$ cat src/rtl/epd_pkg.sv
package epd_pkg;
    localparam logic [7:0] BYTE_BLANK  = 8'hFF;
    localparam logic [7:0] BYTE_MARKER = 8'h54;

    // exactly one of the two positions carries the marker, the other is blank
    function automatic logic marker_pair_ok(input logic [7:0] a, input logic [7:0] b);
        return ((a == BYTE_MARKER) && (b == BYTE_BLANK)) ||
               ((a == BYTE_BLANK)  && (b == BYTE_MARKER));
    endfunction
endpackage

$ cat src/rtl/epd_cw_scan.sv
module epd_cw_scan
    import epd_pkg::*;
#(
    parameter int CW_BYTES_MAX = 512,
    parameter int OFS_A        = 3,
    parameter int OFS_B        = 175,
    localparam int IW          = $clog2(CW_BYTES_MAX + 1)
) (
    input  logic          clk,
    input  logic          rst,
    input  logic [IW-1:0] cfg_cw_bytes,
    input  logic          in_valid,
    input  logic          in_cw_start,
    input  logic          in_last,
    input  logic [7:0]    in_byte,
    input  logic          in_op_err,
    output logic          cw_begin,
    output logic          cw_done,
    output logic          cw_pass,
    output logic          cw_abort
);
    typedef struct packed {
        logic          active;
        logic [IW-1:0] idx;
        logic          op_err;
        logic          clean;
        logic [7:0]    mark_a;
        logic [7:0]    mark_b;
    } scan_t;

    scan_t st_q, st_d;

    logic          take;
    logic [IW-1:0] idx_now;
    logic          is_a, is_b, in_range, len_ok;
    logic          op_now, clean_now;
    logic [7:0]    cur_a, cur_b;

    always_comb begin
        st_d     = st_q;
        cw_done  = 1'b0;
        cw_pass  = 1'b0;
        cw_abort = 1'b0;

        take      = in_valid && (in_cw_start || st_q.active);
        cw_begin  = in_valid && in_cw_start;
        idx_now   = in_cw_start ? '0 : st_q.idx;
        is_a      = (idx_now == IW'(OFS_A));
        is_b      = (idx_now == IW'(OFS_B));
        in_range  = (idx_now < cfg_cw_bytes);
        len_ok    = (({1'b0, idx_now} + (IW+1)'(1)) == {1'b0, cfg_cw_bytes});
        op_now    = in_cw_start ? in_op_err : st_q.op_err;
        cur_a     = is_a ? in_byte : (in_cw_start ? 8'h00 : st_q.mark_a);
        cur_b     = is_b ? in_byte : (in_cw_start ? 8'h00 : st_q.mark_b);
        clean_now = (in_cw_start ? 1'b1 : st_q.clean) && in_range &&
                    (is_a || is_b || (in_byte == BYTE_BLANK));

        if (take) begin
            cw_abort = in_cw_start && st_q.active;
            if (in_last) begin
                cw_done     = 1'b1;
                cw_pass     = op_now && clean_now && len_ok && marker_pair_ok(cur_a, cur_b);
                st_d.active = 1'b0;
                st_d.idx    = '0;
            end else begin
                st_d.active = 1'b1;
                st_d.idx    = (idx_now == '1) ? idx_now : idx_now + IW'(1);
                st_d.op_err = op_now;
                st_d.clean  = clean_now;
                st_d.mark_a = cur_a;
                st_d.mark_b = cur_b;
            end
        end
    end

    always_ff @(posedge clk) begin
        if (rst) st_q <= '0;
        else     st_q <= st_d;
    end
endmodule

$ cat src/rtl/epd_page_tally.sv
module epd_page_tally #(
    parameter int MAX_CW  = 16,
    localparam int CW_W   = $clog2(MAX_CW + 1)
) (
    input  logic            clk,
    input  logic            rst,
    input  logic [CW_W-1:0] cfg_cw_per_page,
    input  logic            mode_ok,
    input  logic            cw_begin,
    input  logic            cw_done,
    input  logic            cw_pass,
    input  logic            cw_abort,
    output logic            verdict_valid,
    output logic            verdict_empty
);
    typedef struct packed {
        logic            in_page;
        logic [CW_W-1:0] cnt;
        logic            fail;
        logic            vld;
        logic            empty;
    } tally_t;

    tally_t st_q, st_d;

    logic            page_start;
    logic [CW_W-1:0] cnt_now;
    logic            fail_now;
    logic            last_cw;

    always_comb begin
        st_d       = st_q;
        st_d.vld   = 1'b0;
        page_start = cw_begin && !st_q.in_page;
        cnt_now    = page_start ? '0 : st_q.cnt;
        fail_now   = (page_start ? 1'b0 : st_q.fail) || cw_abort;
        last_cw    = (({1'b0, cnt_now} + (CW_W+1)'(1)) >= {1'b0, cfg_cw_per_page});

        if (page_start) begin
            st_d.in_page = 1'b1;
            st_d.empty   = 1'b0;
        end
        st_d.cnt  = cnt_now;
        st_d.fail = fail_now;

        if (cw_done && (page_start || st_q.in_page)) begin
            if (last_cw) begin
                st_d.vld     = 1'b1;
                st_d.empty   = mode_ok && !fail_now && cw_pass;
                st_d.in_page = 1'b0;
                st_d.cnt     = '0;
                st_d.fail    = 1'b0;
            end else begin
                st_d.cnt  = cnt_now + CW_W'(1);
                st_d.fail = fail_now || !cw_pass;
            end
        end
    end

    always_ff @(posedge clk) begin
        if (rst) st_q <= '0;
        else     st_q <= st_d;
    end

    assign verdict_valid = st_q.vld;
    assign verdict_empty = st_q.empty;
endmodule

$ cat src/rtl/erased_page_judge.sv
module erased_page_judge #(
    parameter int CW_BYTES_MAX = 512,
    parameter int MAX_CW       = 16,
    parameter int OFS_A        = 3,
    parameter int OFS_B        = 175,
    localparam int IW          = $clog2(CW_BYTES_MAX + 1),
    localparam int CW_W        = $clog2(MAX_CW + 1)
) (
    input  logic            clk,
    input  logic            rst,
    input  logic            cfg_rs_mode,
    input  logic            cfg_ecc_en,
    input  logic [CW_W-1:0] cfg_cw_per_page,
    input  logic [IW-1:0]   cfg_cw_bytes,
    input  logic            in_valid,
    input  logic            in_cw_start,
    input  logic            in_last,
    input  logic [7:0]      in_byte,
    input  logic            in_op_err,
    output logic            verdict_valid,
    output logic            verdict_empty,
    output logic            suppress_err
);
    logic cw_begin, cw_done, cw_pass, cw_abort;
    logic mode_ok;

    assign mode_ok = cfg_rs_mode && cfg_ecc_en;

    epd_cw_scan #(
        .CW_BYTES_MAX(CW_BYTES_MAX),
        .OFS_A       (OFS_A),
        .OFS_B       (OFS_B)
    ) u_scan (
        .clk         (clk),
        .rst         (rst),
        .cfg_cw_bytes(cfg_cw_bytes),
        .in_valid    (in_valid),
        .in_cw_start (in_cw_start),
        .in_last     (in_last),
        .in_byte     (in_byte),
        .in_op_err   (in_op_err),
        .cw_begin    (cw_begin),
        .cw_done     (cw_done),
        .cw_pass     (cw_pass),
        .cw_abort    (cw_abort)
    );

    epd_page_tally #(
        .MAX_CW(MAX_CW)
    ) u_tally (
        .clk            (clk),
        .rst            (rst),
        .cfg_cw_per_page(cfg_cw_per_page),
        .mode_ok        (mode_ok),
        .cw_begin       (cw_begin),
        .cw_done        (cw_done),
        .cw_pass        (cw_pass),
        .cw_abort       (cw_abort),
        .verdict_valid  (verdict_valid),
        .verdict_empty  (verdict_empty)
    );

    assign suppress_err = verdict_empty;
endmodule

$ cat config.mk
export PLATFORM = sky130hd
export DESIGN_NAME = erased_page_judge
export DESIGN_NICKNAME = d
export VERILOG_FILES = /design/src/rtl/epd_pkg.sv /design/src/rtl/epd_cw_scan.sv /design/src/rtl/epd_page_tally.sv /design/src/rtl/erased_page_judge.sv
export SDC_FILE = /design/constraint.sdc
export NUM_CORES = 1
export LEC_CHECK = 0
export ABC_CLOCK_PERIOD_IN_PS = 3700
export CORE_MARGIN = 2
export CORE_UTILIZATION = 40
export CTS_BUF_LIST = sky130_fd_sc_hd__clkbuf_8 sky130_fd_sc_hd__clkbuf_16
export DETAILED_ROUTE_END_ITERATION = 6
export GPL_TIMING_DRIVEN = 0
export PLACE_DENSITY = 0.68
export SYNTH_ARGS = -nofsm -noshare
export SYNTH_HDL_FRONTEND = slang
export SYNTH_SLANG_ARGS = --single-unit
$ cat constraint.sdc
create_clock -name clk -period 3.7 [get_ports clk]
set_input_delay 0.37 -clock clk [delete_from_list [all_inputs] [get_ports clk]]
set_output_delay 0.37 -clock clk [all_outputs]
set_load 0.03 [all_outputs]
# After elaboration in Yosys (flattened, before gate mapping)
# Cells that the tools add are included.
# op_classes
n_eq_ne,9
n_mux,22
n_lt_le_gt_ge,2
n_reduce_logical,27
n_bitwise,2
addsub,4
# ops
operator,count
$mux W8,4
$eq A8 B8 Y1 const B,3
$mux W10,2
$eq A8 B7 Y1 const B,2
$logic_and A1 B1 Y1,15
$add A10 B1 Y11 const B,1
$eq A11 B10 Y1,1
$mux W1,11
$mux W11,1
$add A10 B1 Y10 const B,1
$eq A10 B10 Y1 const B,1
$eq A10 B2 Y1 const B,1
$eq A10 B8 Y1 const B,1
$lt A10 B10 Y1,1
$mux W9,1
$logic_or A1 B1 Y1,7
$add A5 B1 Y6 const B,1
$ge A6 B5 Y1,1
$mux W6,1
$add A5 B1 Y5 const B,1
$mux W5,1
$logic_not A1 Y1,3
$mux W2,1
$not A1 Y1,2
other kinds (2),2
# totals
regBits,38
word_cells,77
out_inout_bits,3
in_bits,31

# Depth between registers and ports, before layout
# depth
ltp_word,14
ltp_mapped,14
ltp_nobuf,12

# Modules after synthesis
# Synthesis repeated with hierarchy kept, for this count alone.
# unflattened
hier_cells,365
area_unflattened_um2,2854.0
# modules_own_cells
mod,area_each_um2,cells_per_inst,instances,seq_area_each_um2
epd_cw_scan,2244.7,294,1,580.6
epd_page_tally,595.6,69,1,180.2
erased_page_judge,13.8,2,1,0.0

# Worst setup path after synthesis
# No wires, ideal clock.
# synth_timing
path_kind,input to register
from,input in_valid
to,register u_tally.st_q (netlist bit u_tally.verdict_empty)
required_time_ns,3.583
path_stages,14
n_path_buf,2
setup_slack_ns,0.801
t_arrival_ns,2.782
setup_time_ns,0.117
cell_sequence,buf_2 nand3b_1 and2_1 clkbuf_1 ha_1 nand3_1 xnor2_1 and2_1 ha_1 o21a_1 a221o_1 nand2_1 nor4_1 a32o_1
# synth_via
elab_chain_len,9
word_cells_on_any_way,19
cone_classes,add/sub (1); order compare (1); mux (8); reduce/logical (9)
# synth_lines
element,line,text
start: declaration,erased_page_judge.sv:15,"input logic in_valid,"
"parallel branches: the longest is 8 deep, another holds $add A5 B1 Y6",--,
$mux W9 (*),epd_page_tally.sv:46,if (cw_done && (page_start || st_q.in_page)) begin
end signal: assignment,epd_page_tally.sv:62,else st_q <= st_d;
end: declaration,epd_page_tally.sv:24,"tally_t st_q, st_d;"
# Every way passes the cells marked *.
# A chain may end at the register's enable or synchronous reset.

# Final worst setup path
# layout_timing
from,input in_cw_start
to,register u_tally.st_q (netlist bit u_tally.verdict_empty)
# layout_via
elab_chain_len,13
word_cells_on_any_way,48
cone_classes,add/sub (2); order compare (2); eq/ne (7); mux (16); reduce/logical (21)
# layout_lines
element,line,text
start: declaration,erased_page_judge.sv:16,"input logic in_cw_start,"
"parallel branches: the longest is 12 deep, another holds $add A10 B1 Y11",--,
$mux W9 (*),epd_page_tally.sv:46,
# Marks and branches as above.

==> impl_metrics.csv <==
group,metric,value,unit
setup_path,slowest_stage,"a2111oi_1",
routing,first_pass_iters,5,
layout,fin_cells,494,
timing,timing.final.crit_period,3.444,ns
layout,layout.nets,443,
cts,clockBufferDepth,2,
synthesis,ys_seq_elements,38,
grt,grt_max_degree,13,
grt,grt_overflow,0,
cts,holdBufCountCts,0,
floorplan,die_y,87.63,um
synthesis,synth_seq_area_share,27.19,%
power,p_seq_share,49.0,%
setup_path,critical_path_buf_inv_count,5,
power,intPower,619.8,uW
cts,clkTransAtPathRegs,0.08,ns
min_path,holdPathEnd,"u_scan.st_q[28]",
cts,postCtsSetupRepairBufs,0,
min_path,holdPathStages,3,
grt,grt_pass1_vias,2587,
synthesis,synth_cell_type_count,58,
cts,cts_tree,"yes",
outcome,status,"finished clean",
synthesis,syn_area,0.002798,mm^2
routing,routedWlPerCell,15.62,um
power,power_frac_clock,36.1,%
setup_path,crit_chain,"dlygate4sd2_1, buf_6, buf_2, buf_4, nor2b_1, ha_2, and2_1, and4_1, clkbuf_1, xnor2_1, nand4_1, a2111oi_1, a32o_1",
timing,max_freq,0.2903,GHz
cts,cts.sinks,38,
setup_path,endpoint_kind,"register",
floorplan,io-pin-count,34,
setup_path,critPathTopFamily,"buffers and inverters",
grt,grt_antenna_before_repair,0,
layout,syn2layout_area_growth,19.10,%
layout,antenna_cells,0,
timing,rsz0062_at_grt,"false",
power,peakVddDrop,0.2054,mV
timing,finClkSkew,0.005655,ns
setup_path,start_kind,"input port",
floorplan,die_area,0.007679,mm^2
grt,use_met2,33.26,%
setup_path,reg2reg_depth,10,
timing,hold_violations,0,
routing,postRouteWirelength,7.717,mm
floorplan,start_util,41.18,%
grt,grt.busiest_layer,"met2",
setup_path,cp_slowest_stage_delay,0.54,ns
timing,worst_slew_pin_slew,0.7384,ns
setup_path,crit_type,"in2reg",
place,gp_congestion,0.9400,
place,place_hpwl,5.806,mm
setup_path,r2r-start,"u_tally.st_q[8]",
setup_path,r2r_setup_slack,0.47,ns
floorplan,core-area,0.006794,mm^2
routing,vias_per_cell,5.694,
timing,slew_headroom,50.44,%
power,p_leak,0.001238,uW
place,portBuffers,31,
synthesis,ys_async_sr_fraction,0,%
setup_path,regToRegEndpoint,"u_tally.st_q[5]",
power,power,849.5,uW
grt,met3_usage,3.393,%
routing,vias,2813,
setup_path,arrival,3.69,ns
layout,final_layout_size_suffix_gt1_share,7.286,%
grt,grt_util_met1,27.85,%
power,power.density,255.0,mW/mm^2
grt,grt_first_pass_wirelength,12.51,mm
power,swShare,27.04,%
routing,first_iter_violations,195,
synthesis,synth_area_per_cell,7.793,um^2
timing,fin_crit_sh,93.09,%
setup_path,worst_ep_required_time,3.94,ns
timing,setup_viol,0,
grt,grt_use_total,20.54,%
floorplan,die_w,87.63,um
synthesis,synthCells,359,
power,switchingPower,229.7,uW
synthesis,synth_edf_count,0,
job,max_cap_violations,0,
layout,layout_commonest_cell,"nor2_1",
cts,htree_levels,2,
place,place_inst,486,
cts,cts_buffers,5,
timing,slew_viol_final,0,
routing,drcViolationCount,0,
synthesis,ys.flop_type,"dfxtp_1",
min_path,worstHoldPathType,"in2reg",
cts,clockRootBuffer,"clkbuf_8",
synthesis,yosys_warnings,0,
setup_path,cp_max_fo,10,
min_path,holdCritStartpoint,"in_valid",
cts,clkLatencyLatePin,0.30,ns
synthesis,syn-num-nets,405,
power,p_comb_share,14.9,%
timing,finalSetupTns,0,ns
routing,ant_nets,0,
floorplan,core.rowCount,30,
layout,layout_common_cells,"nor2_1 (40), dfxtp_1 (38), clkdlybuf4s50_1 (30)",
==> layout make-up <==
| class | instances | area [um^2] |
|---|---|---|
| tap | 96 | 120.1 |
| multi-input combinational | 284 | 1881 |
| sequential | 38 | 760.7 |
| timing repair buffer | 31 | 309.0 |
| clock inverter | 2 | 12.51 |
| buffer | 21 | 106.4 |
| clock buffer | 6 | 82.58 |
| fill | 687 | 3462 |
| inverter | 16 | 60.06 |
==> metal layers <==
layer	share of wire, %	wire length (um)
met1	47	3590
met3	4.7	360
met2	47	3616
met5	0	0
met4	1.9	150
==> logic make-up (layout without fill, tap and decap cells) <==
kind of cell | count (synthesis) | count (layout) | share of synthesized area (%)
xor+xnor | 17 | 17 | 5.814
fa+ha+maj | 15 | 15 | 6.708
compound gates | 96 | 96 | 22.85
mux | 4 | 4 | 1.476
flops | 38 | 38 | 27.19
buf+inv | 37 | 76 | 5.903
simple gates | 152 | 152 | 30.05
==> tightest hold or removal path: cells and delay by family <==
kind,cells,cell delay [ns]
compound gates,1,0.06
buf+inv,1,0.15
simple gates,1,0.12
==> flip-flops by register name (all words and copies together) (netlist names) <==
register and flops:
u_tally.verdict_valid 1, u_tally.verdict_empty 1, u_scan.st_q 29, u_tally.st_q 7
==> stage by stage <==
step                      area (um^2)  hold slack [ns]  setup WS (ns)  utilization [%]
after global placement           3228           0.4487        -0.5107            47.51
after global routing             3332           0.4840        0.01893            49.04
after floorplan                  2798           0.4367         0.8009                -
after detailed placement         3228           0.4544        -0.5659            47.51
final                            3332           0.4404         0.2556            49.04
after CTS                        3324           0.4299         0.1989            48.93
==> cell usage after synthesis, types with 5 or more instances <==
master    count  area [um^2]
a211oi_1      5        37.54
a21o_1        5        37.54
a21oi_1      29        145.1
a22oi_1      15        112.6
and2_1        5        31.28
and3_1        6        37.54
buf_2         6        30.03
clkbuf_1     11        41.29
dfxtp_1      38        760.7
ha_1         15        187.7
inv_1        16        60.06
nand2_1      24        90.09
nand3_1      23        115.1
nand4_1      11        68.82
nor2_1       40        150.1
nor2b_1       7        43.79
nor3_1        8        40.04
nor4_1        5        31.28
o21ai_0      10        50.05
xnor2_1      12        105.1
==> how the worst max path moves through the flow <==
| stage | startpoint | to | slack, ns | cells after the start |
|---|---|---|---|---|
| 6_report | in_cw_start | u_tally.verdict_empty | 0.26 | 13 |
| 5_1_grt | in_cw_start | u_tally.st_q[2] | 0.02 | 14 |
| 4_1_cts | in_cw_start | u_tally.st_q[2] | 0.20 | 14 |
| 3_5_place_dp | in_cw_start | u_tally.verdict_empty | -0.57 | 12 |
| 3_3_place_gp | in_cw_start | u_tally.verdict_empty | -0.51 | 12 |
| 2_1_floorplan | in_valid | u_tally.verdict_empty | 0.80 | 14 |
==> power by group through the flow <==
stage | Combinational, uW | Clock [uW] | Sequential [uW]
after global routing | 138 | 332 | 417
after detailed placement | 126 | 0 | 426
after floorplan | 65.6 | 0 | 425
final | 127 | 307 | 416
after global placement | 125 | 0 | 425
after CTS | 126 | 311 | 416
==> what timing repair did <==
action                     4_1_cts  5_1_grt
resized for setup                3        2
hold endpoints to repair         0        0
setup endpoints to repair        2        1
pin swaps                        0        0
Note: power is estimated with default switching activity, not from simulation.
